[src/rtl/fp16_rti_pkg.sv]
package fp16_rti_pkg;
  typedef enum logic [2:0] {
    RM_NE = 3'd0,
    RM_TZ = 3'd1,
    RM_DN = 3'd2,
    RM_UP = 3'd3,
    RM_NA = 3'd4
  } rmode_e;

  function automatic rmode_e decode_mode(logic [2:0] code);
    rmode_e m;
    case (code)
      3'd1:    m = RM_TZ;
      3'd2:    m = RM_DN;
      3'd3:    m = RM_UP;
      3'd4:    m = RM_NA;
      default: m = RM_NE;
    endcase
    return m;
  endfunction
endpackage

[src/rtl/fp16_rti_special.sv]
module fp16_rti_special #(
  parameter int EXP_W = 5,
  parameter int MAN_W = 10,
  localparam int FP_W = 1 + EXP_W + MAN_W
) (
  input  logic [FP_W-1:0] x_i,
  output logic            is_nan_o,
  output logic            is_snan_o,
  output logic [FP_W-1:0] quiet_o
);
  localparam logic [EXP_W-1:0] EXP_MAX = '1;
  logic [EXP_W-1:0] exp_w;
  logic [MAN_W-1:0] man_w;

  assign exp_w     = x_i[FP_W-2 -: EXP_W];
  assign man_w     = x_i[MAN_W-1:0];
  assign is_nan_o  = (exp_w == EXP_MAX) && (man_w != '0);
  assign is_snan_o = is_nan_o && !man_w[MAN_W-1];
  assign quiet_o   = x_i | (FP_W'(1) << (MAN_W - 1));
endmodule

[src/rtl/fp16_rti_small.sv]
module fp16_rti_small
  import fp16_rti_pkg::*;
#(
  parameter int EXP_W = 5,
  parameter int MAN_W = 10,
  localparam int FP_W = 1 + EXP_W + MAN_W,
  localparam int BIAS = (1 << (EXP_W - 1)) - 1
) (
  input  logic             sign_i,
  input  logic [EXP_W-1:0] exp_i,
  input  logic             man_nz_i,
  input  rmode_e           mode_i,
  output logic [FP_W-1:0]  res_o
);
  localparam logic [EXP_W-1:0] EXP_HALF = EXP_W'(BIAS - 1);
  localparam logic [FP_W-2:0]  MAG_ONE  = {EXP_W'(BIAS), {MAN_W{1'b0}}};

  logic to_one;

  always_comb begin
    case (mode_i)
      RM_NE:   to_one = (exp_i == EXP_HALF) && man_nz_i;
      RM_NA:   to_one = (exp_i == EXP_HALF);
      RM_UP:   to_one = !sign_i;
      RM_DN:   to_one = sign_i;
      default: to_one = 1'b0;
    endcase
    res_o = {sign_i, to_one ? MAG_ONE : '0};
  end
endmodule

[src/rtl/fp16_rti_mask.sv]
module fp16_rti_mask
  import fp16_rti_pkg::*;
#(
  parameter int EXP_W = 5,
  parameter int MAN_W = 10,
  localparam int FP_W = 1 + EXP_W + MAN_W,
  localparam int BIAS = (1 << (EXP_W - 1)) - 1,
  localparam int INT_EXP = BIAS + MAN_W
) (
  input  logic [FP_W-1:0] x_i,
  input  rmode_e          mode_i,
  output logic [FP_W-1:0] res_o
);
  logic [EXP_W-1:0] sh;
  logic [FP_W-1:0]  last_bit, rmask, z;

  assign sh       = EXP_W'(INT_EXP) - x_i[FP_W-2 -: EXP_W];
  assign last_bit = FP_W'(1) << sh;
  assign rmask    = last_bit - FP_W'(1);

  always_comb begin
    z = x_i;
    case (mode_i)
      RM_NE: begin
        z = x_i + (last_bit >> 1);
        if ((z & rmask) == '0) z = z & ~last_bit;  // exact tie: force even
      end
      RM_NA:   z = x_i + (last_bit >> 1);
      RM_UP:   if (!x_i[FP_W-1]) z = x_i + rmask;
      RM_DN:   if (x_i[FP_W-1])  z = x_i + rmask;
      default: z = x_i;
    endcase
    res_o = z & ~rmask;
  end
endmodule

[src/rtl/fp16_round_int.sv]
module fp16_round_int
  import fp16_rti_pkg::*;
#(
  parameter int EXP_W = 5,
  parameter int MAN_W = 10,
  localparam int FP_W = 1 + EXP_W + MAN_W,
  localparam int BIAS = (1 << (EXP_W - 1)) - 1,
  localparam int INT_EXP = BIAS + MAN_W
) (
  input  logic            clk_i,
  input  logic            rst_ni,
  input  logic            valid_i,
  input  logic [FP_W-1:0] operand_i,
  input  logic [2:0]      rmode_i,
  input  logic            ftz_i,
  output logic            valid_o,
  output logic [FP_W-1:0] result_o,
  output logic            inexact_o,
  output logic            invalid_o
);
  rmode_e           mode;
  logic [FP_W-1:0]  x;
  logic [EXP_W-1:0] exp_w;
  logic             man_nz, is_nan, is_snan;
  logic [FP_W-1:0]  quiet_res, small_res, mask_res;
  logic [FP_W-1:0]  res_d;
  logic             nx_d, nv_d;

  assign mode   = decode_mode(rmode_i);
  assign x      = (ftz_i && operand_i[FP_W-2 -: EXP_W] == '0)
                  ? {operand_i[FP_W-1], {(FP_W-1){1'b0}}} : operand_i;
  assign exp_w  = x[FP_W-2 -: EXP_W];
  assign man_nz = x[MAN_W-1:0] != '0;

  fp16_rti_special #(.EXP_W(EXP_W), .MAN_W(MAN_W)) u_special (
    .x_i(x), .is_nan_o(is_nan), .is_snan_o(is_snan), .quiet_o(quiet_res)
  );

  fp16_rti_small #(.EXP_W(EXP_W), .MAN_W(MAN_W)) u_small (
    .sign_i(x[FP_W-1]), .exp_i(exp_w), .man_nz_i(man_nz),
    .mode_i(mode), .res_o(small_res)
  );

  fp16_rti_mask #(.EXP_W(EXP_W), .MAN_W(MAN_W)) u_mask (
    .x_i(x), .mode_i(mode), .res_o(mask_res)
  );

  always_comb begin
    res_d = x;
    nx_d  = 1'b0;
    nv_d  = 1'b0;
    if (exp_w >= EXP_W'(INT_EXP)) begin
      if (is_nan) begin
        res_d = quiet_res;
        nv_d  = is_snan;
      end
    end else if (exp_w <= EXP_W'(BIAS - 1)) begin
      if (x[FP_W-2:0] != '0) begin
        res_d = small_res;
        nx_d  = 1'b1;
      end
    end else begin
      res_d = mask_res;
      nx_d  = mask_res != x;
    end
  end

  always_ff @(posedge clk_i or negedge rst_ni) begin
    if (!rst_ni) begin
      valid_o   <= 1'b0;
      result_o  <= '0;
      inexact_o <= 1'b0;
      invalid_o <= 1'b0;
    end else begin
      valid_o <= valid_i;
      if (valid_i) begin
        result_o  <= res_d;
        inexact_o <= nx_d;
        invalid_o <= nv_d;
      end
    end
  end

  assert_valid_follow_R11: assert property (@(posedge clk_i) disable iff (!rst_ni)
    valid_i |=> valid_o);
  assert_hold_R11: assert property (@(posedge clk_i) disable iff (!rst_ni)
    !valid_i |=> $stable(result_o) && $stable(inexact_o) && $stable(invalid_o));
  assert_zero_keep_R3: assert property (@(posedge clk_i) disable iff (!rst_ni)
    valid_i && operand_i[FP_W-2:0] == '0 |=>
      result_o == $past(operand_i) && !inexact_o && !invalid_o);
  assert_big_pass_R1: assert property (@(posedge clk_i) disable iff (!rst_ni)
    valid_i && operand_i[FP_W-2 -: EXP_W] >= EXP_W'(INT_EXP) && !is_nan |=>
      result_o == $past(operand_i) && !inexact_o && !invalid_o);
  assert_nan_quiet_R2: assert property (@(posedge clk_i) disable iff (!rst_ni)
    valid_i && is_nan |=> result_o[FP_W-2 -: EXP_W+1] == '1 && !inexact_o);
  assert_small_inexact_R4: assert property (@(posedge clk_i) disable iff (!rst_ni)
    valid_i && !ftz_i && operand_i[FP_W-2:0] != '0 &&
      operand_i[FP_W-2 -: EXP_W] <= EXP_W'(BIAS - 1) |=> inexact_o && !invalid_o);
  assert_invalid_nan_R2: assert property (@(posedge clk_i) disable iff (!rst_ni)
    invalid_o |-> result_o[FP_W-2 -: EXP_W] == '1);
endmodule

[config.mk]
export PLATFORM = sky130hd
export DESIGN_NAME = fp16_round_int
export DESIGN_NICKNAME = d
export VERILOG_FILES = /design/src/rtl/fp16_rti_pkg.sv /design/src/rtl/fp16_rti_special.sv /design/src/rtl/fp16_rti_small.sv /design/src/rtl/fp16_rti_mask.sv /design/src/rtl/fp16_round_int.sv
export SDC_FILE = /design/constraint.sdc
export NUM_CORES = 1
export LEC_CHECK = 0
export BUFFER_PORTS_ARGS = -buffer_cell sky130_fd_sc_hd__buf_4
export CAP_MARGIN = 20
export CORE_MARGIN = 4
export CORE_UTILIZATION = 35
export DETAILED_ROUTE_END_ITERATION = 12
export PLACE_DENSITY_LB_ADDON = 0.08
export SLEW_MARGIN = 10
export SYNTH_ARGS = -nofsm -noshare
export SYNTH_HDL_FRONTEND = slang
export SYNTH_SLANG_ARGS = --single-unit
[constraint.sdc]
create_clock -name clk_i -period 3.21 [get_ports clk_i]
set_input_delay 0.321 -clock clk_i [delete_from_list [all_inputs] [get_ports clk_i]]
set_output_delay 0.321 -clock clk_i [all_outputs]
set_load 0.005 [all_outputs]
=== After elaboration in Yosys (flattened, before gate mapping) ===
Cells that the tools add are included.
Widths: inputs -> output; s select.

* Memory bits (read-only): 0
* Register bits after elaboration: 19
* Bits in writable memories: 0
* Word-level logic and storage cells: 54
* Latch bits: 0
* Memories kept: 0

* Equal/unequal tests: 10
* Divide/modulo/power cells: 0
* Shift-type cells: 1
* Mux-type cells: 17
* $lt $le $gt $ge: 2
* Add/sub/neg operators: 4
* Reduce and logical (&&, ||, !) cells: 11
* $mul: 0
* Bitwise logic cells: 5

{| class="wikitable"
|+ Operators by type and width
! operator !! count
|-
| $mux 16 || 5
|-
| $pmux 16 s4 || 1
|-
| $and 16x16->16 || 3
|-
| $not 16->16 || 2
|-
| $mux 15 || 2
|-
| $add 16x15->16 || 1
|-
| $add 16x16->16 || 1
|-
| $logic_not 16->1 || 1
|-
| $ne 16x16->1 || 1
|-
| $shl 1x5->16 const A || 1
|-
| $sub 16x1->16 const B || 1
|-
| $reduce_bool 15->1 || 1
|-
| $mux 14 || 1
|-
| $eq 3x2->1 const B || 4
|-
| $pmux 3 s4 || 1
|-
| $mux 10 || 1
|-
| $reduce_bool 10->1 || 1
|-
| $eq 3x3->1 const B || 2
|-
| $eq 5x4->1 const B || 1
|-
| $eq 5x5->1 const B || 1
|-
| $ge 5x5->1 const B || 1
|-
| $le 5x4->1 const B || 1
|-
| $logic_not 5->1 || 1
|-
| $mux 1 || 5
|-
| 6 further kinds || 10
|}

=== Logic depth before layout (Yosys ltp) ===
* Depth after elaboration: 14
* Depth in mapped cells: 28

=== Cells and area by module ===
From an unflattened synthesis, not the netlist that was laid out.

* Cell total of the unflattened synthesis: 678
* Area, all modules: 4699.5 um^2

{| class="wikitable"
|+ By module, submodules not included
! module !! times used !! cells each !! sequential area each (um^2) !! area an instance (um^2)
|-
| fp16_rti_mask || 1 || 403 || 0.0 || 2717.6
|-
| fp16_round_int || 1 || 228 || 475.5 || 1645.3
|-
| fp16_rti_special || 1 || 24 || 0.0 || 171.4
|-
| fp16_rti_small || 1 || 23 || 0.0 || 165.2
|}

=== Worst setup path after synthesis ===
Ideal clock, no wire load.

* Path type: input-to-reg
* From: input port operand_i[11]
* To: register inexact_o
* Buffers on the path: 3
* Cell stages on the path: 27
* Path slack: -2.335 ns
* Data required time: 3.126 ns
* Data arrival time: 5.461 ns
* Cells stage by stage: buf_4 -> buf_4 -> inv_1 -> ha_1 -> buf_2 -> nand2_1 -> nor2_1 -> o21ai_1 -> or3_1 -> ha_1 -> inv_1 -> nor3_1 -> a31o_2 -> or2_2 -> ha_1 -> inv_1 -> a211oi_1 -> a311oi_1 -> a211oi_1 -> o211a_1 -> o41ai_1 -> xor2_1 -> or3_1 -> a311oi_1 -> a211oi_2 -> a31o_1 -> a41oi_2

* Word-level cells in the longest chain between the ends: 14
* Elaborated cells between the ends (all ways): 25
* Those cells by class: add/sub: 4; order compare: 2; eq/ne: 1; shift: 1; mux: 8; bitwise: 5; reduce/logical: 4

{| class="wikitable"
|+ RTL lines
! what !! RTL line !! RTL
|-
| start, declared || fp16_round_int.sv:13 || <nowiki>input logic [FP_W-1:0] operand_i,</nowiki>
|-
| $logic_not 5->1 || fp16_round_int.sv:30 || <nowiki>assign x = (ftz_i && operand_i[FP_W-2 -: EXP_W] == '0)</nowiki>
|-
| $logic_and 1x1->1 || fp16_round_int.sv:30 ||
|-
| $mux 15 (*) || fp16_round_int.sv:31 || <nowiki>? {operand_i[FP_W-1], {(FP_W-1){1'b0}}} : operand_i;</nowiki>
|-
| parallel branches: the longest is 10 deep, another holds $sub 16x1->16 || - ||
|-
| $mux 1 (*) || fp16_round_int.sv:52 || <nowiki>if (exp_w >= EXP_W'(INT_EXP)) begin</nowiki>
|-
| end signal, assigned || fp16_round_int.sv:78 || <nowiki>inexact_o <= nx_d;</nowiki>
|-
| end, declared || fp16_round_int.sv:18 || <nowiki>output logic inexact_o,</nowiki>
|}

Every way passes the cells marked *.
A chain may end at the register's enable or synchronous reset.

=== Worst setup path in the final report ===
Same ends and word-level chain as after synthesis.

==> flow_metrics.py <==
metrics = {
    "power_and_ir_drop": {
        "ir_drop_mv": 0.214,
        "sequentialPowerShare_pct": 13.7,
        "cellInternalPower_mw": 1.17,
        "cellPowerDensity_nw_per_um2": 244,
        "pwr-share-clk_pct": 12.8,
        "p_leak_nw": 3.79,
        "p_comb_share_pct": 73.4,
        "switching_share_pct": 42.8,
        "p_sw_mw": 0.875,
        "power_mw": 2.04,
    },
    "sta": {
        "rsz0062_at_grt": "true",
        "finalSetupViolCount": 17,
        "slew_headroom_pct": 56.8,
        "slew_violations": 0,
        "tns_ps": -23760,
        "hold_viol_final": 0,
        "worstMarginPinSlew_ps": 646,
        "fmax_mhz": 206,
        "setup_slack_ps": -1650,
        "period_minus_slack_ps": 4860,
        "clock_skew_ps": 0,
        "period_share_pct": 151,
    },
    "critical_path": {
        "reg2reg_to": "inexact_o",
        "criticalPathCategory": "in2reg",
        "cp_data_arrival_time_ps": 4980,
        "crit_fanout": 5,
        "rrSetupSlack_ps": -80,
        "reg2reg_from": "inexact_o",
        "worstRegToRegCells": 13,
        "critPathBufInv": 7,
        "critical-path-max-stage-delay_ps": 420,
        "start_kind": "input pin",
        "slowest_stage": "a221oi_4",
        "critPathCaptureType": "register",
        "crit_required_ps": 3330,
        "path_common_cell": "buf_6",
        "cp_top_family": "compound AO/OA/AOI/OAI gates",
    },
    "die": {
        "die_y_um": 126,
        "placementRows": 43,
        "start_util_pct": 35.5,
        "ios": 42,
        "die_w_um": 126,
        "die_area_um2": 16000,
        "core_area_um2": 13800,
    },
    "logic_synthesis": {
        "synth.most_common_cell": "nor2_1",
        "synth_edf_count": 0,
        "synth_flop_cell": "dfrtp_1",
        "synth-seq-area-share_pct": 9.69,
        "ys_top_cells_by_count": "nor2_1 (71), nand2_1 (61), a21oi_1 (54)",
        "synthArstFlopShare_pct": 100,
        "synth_seq_cells": 19,
        "synth_area_leader_cell": "dfrtp_1",
        "synth-warning-count": 0,
        "syn_inst": 703,
        "synth.distinct_cells": 94,
        "yosys.area.top_type_share_pct": 9.69,
        "synth.cell_area_um2": 4910,
        "postSynthAreaPerCell_um2": 6.98,
        "syn_nets": 758,
        "yosys-top-cells-area": "dfrtp_1 (9.7%), ha_1 (7.6%), a21oi_1 (5.5%)",
    },
    "layout": {
        "syn_to_final_growth_pct": 70.5,
        "num-fill-cells": 1301,
        "layoutNonFillerInstCount": 1195,
        "final_core_util_pct": 60.5,
        "nets": 1071,
        "multiInputGateArea_um2": 4710,
        "drive_gt1_share_pct": 47.9,
        "num_antenna_cells": 0,
        "seqCellArea_um2": 475,
    },
    "global_route": {
        "first_global_vias": 6985,
        "grt_start_max_net_pins": 31,
        "antenna_found_initial": 0,
        "grt_pass1_wl_um": 39100,
        "grt-ovfl-total": 0,
        "grt_usage_pct": 31.0,
    },
    "route": {
        "routed_wl_um": 25700,
        "drt-initial-drc-count": 733,
        "route.antenna.remaining_nets": 0,
        "drc": 0,
        "dr.pass1.iters": 5,
        "post_drt_wl_per_cell_um": 21.5,
        "vias": 7021,
        "vias_per_cell": 5.88,
    },
    "place": {
        "pre_cts_ws_ps": -2130,
        "dp_hpwl_um": 21100,
        "dp.cells": 1165,
        "portBuffers": 41,
        "gpl.final_weighted_congestion": 0.993,
    },
    "min_path": {
        "holdCritPathClass": "in2async",
    },
    "clock_network": {
        "cts_root_buf": "clkbuf_16",
        "cts_buffers": 3,
        "clock-sinks": 19,
        "cts_tree": "done",
        "htree_levels": 1,
        "path_clk_slew_ps": 60,
        "clk_latency_ps": 250,
        "clockBufferDepth": 2,
    },
    "flow_run": {
        "drv_cap": 0,
    },
    "outcome": {
        "outcome": "finished with violations",
        "violations": "negative setup slack",
    },
}
## what timing repair did
item                       4_1_cts  5_1_grt
cloned                           0        0
resized for setup               48       68
pin swaps                       56       36
hold endpoints to repair        19        0
setup endpoints to repair       17       17
hold buffers                     1        0
buffers inserted                18        8
## worst register-to-register path: stages, from the launching register on
cell	delay, ps
dfrtp_1	390
nor2b_1	150
or2_2	320
a211oi_1	200
buf_4	170
o221ai_1	120
a311oi_1	310
nand4_1	150
a2111oi_2	350
and4_1	240
and3_1	170
nand4b_1	120
nor4_2	330
a41oi_2	130
## per-stage QoR
step | area [µm²] | hold slack (ps)
after floorplan | 5100 | 25.4
final | 8370 | 478
after CTS | 8010 | 486
after global placement | 7560 | 205
after detailed placement | 7560 | 216
after global routing | 8370 | 503
## cell type report
type | count | share of cell area (%)
clock buffer | 3 | 0.897
inverter | 36 | 1.76
sequential | 19 | 5.68
clock inverter | 1 | 0.0598
multi-input combinational | 604 | 56.3
timing repair buffer | 352 | 32.6
tap | 180 | 2.69
## kinds of logic after synthesis
group	Yosys count	share of synthesized area, %
compound gates	261	38.3
flops	19	9.69
fa+ha+maj	33	8.67
simple gates	273	29.3
buf+inv	80	6.96
mux	7	1.50
xor+xnor	30	5.63
## sequential cells by signal (all words and copies together), names as in the netlist
signal,count
valid_o,1
result_o,16
invalid_o,1
inexact_o,1
## worst max-delay path by stage
| stage | startpoint | to | slack (ps) | depth (start not counted) |
|---|---|---|---|---|
| 2_1_floorplan | operand_i[11] | inexact_o | -1790 | 23 |
| 3_3_place_gp | operand_i[11] | inexact_o | -2090 | 21 |
| 3_5_place_dp | operand_i[11] | result_o[12] | -2130 | 21 |
| 4_1_cts | operand_i[12] | inexact_o | -1670 | 27 |
| 5_1_grt | operand_i[11] | inexact_o | -1860 | 25 |
| 6_report | operand_i[11] | inexact_o | -1650 | 25 |
## metal layers
layer	part of all wire, %	vias to the layer above	global-route usage (%)	routed length, µm
met1	43	3357	42.3	11100
met3	6.6	71	4.55	1690
met4	5.2	0	12.1	1330
li1	-	3291	-	-
met2	45	302	49.2	11500
met5	0	-	0	0
## power by group through the flow
stage          Clock (mW)  Combinational (mW)  Sequential, mW
2_1_floorplan           0               0.659           0.285
3_3_place_gp            0                1.30           0.283
3_5_place_dp            0                1.31           0.285
4_1_cts             0.269                1.39           0.281
5_1_grt             0.285                1.60           0.284
6_report            0.263                1.50           0.281
## layout by cell type (no fill, tap or decap), types with 12 or more instances in the layout
cell      netlist  final
a21o_1         13     13
a21oi_1        54     44
a31oi_1        15     12
buf_4           4    334
buf_6           2     14
dfrtp_1        19     19
ha_1           30     24
inv_1          34     28
nand2_1        61     60
nand2b_1       15     12
nand3_1        17     17
nor2_1         71     64
nor3_1         19     17
o211ai_1       12     12
o21ai_0        40     30
xnor2_1        18     16
No activity file was read; power rests on OpenSTA's default activity.
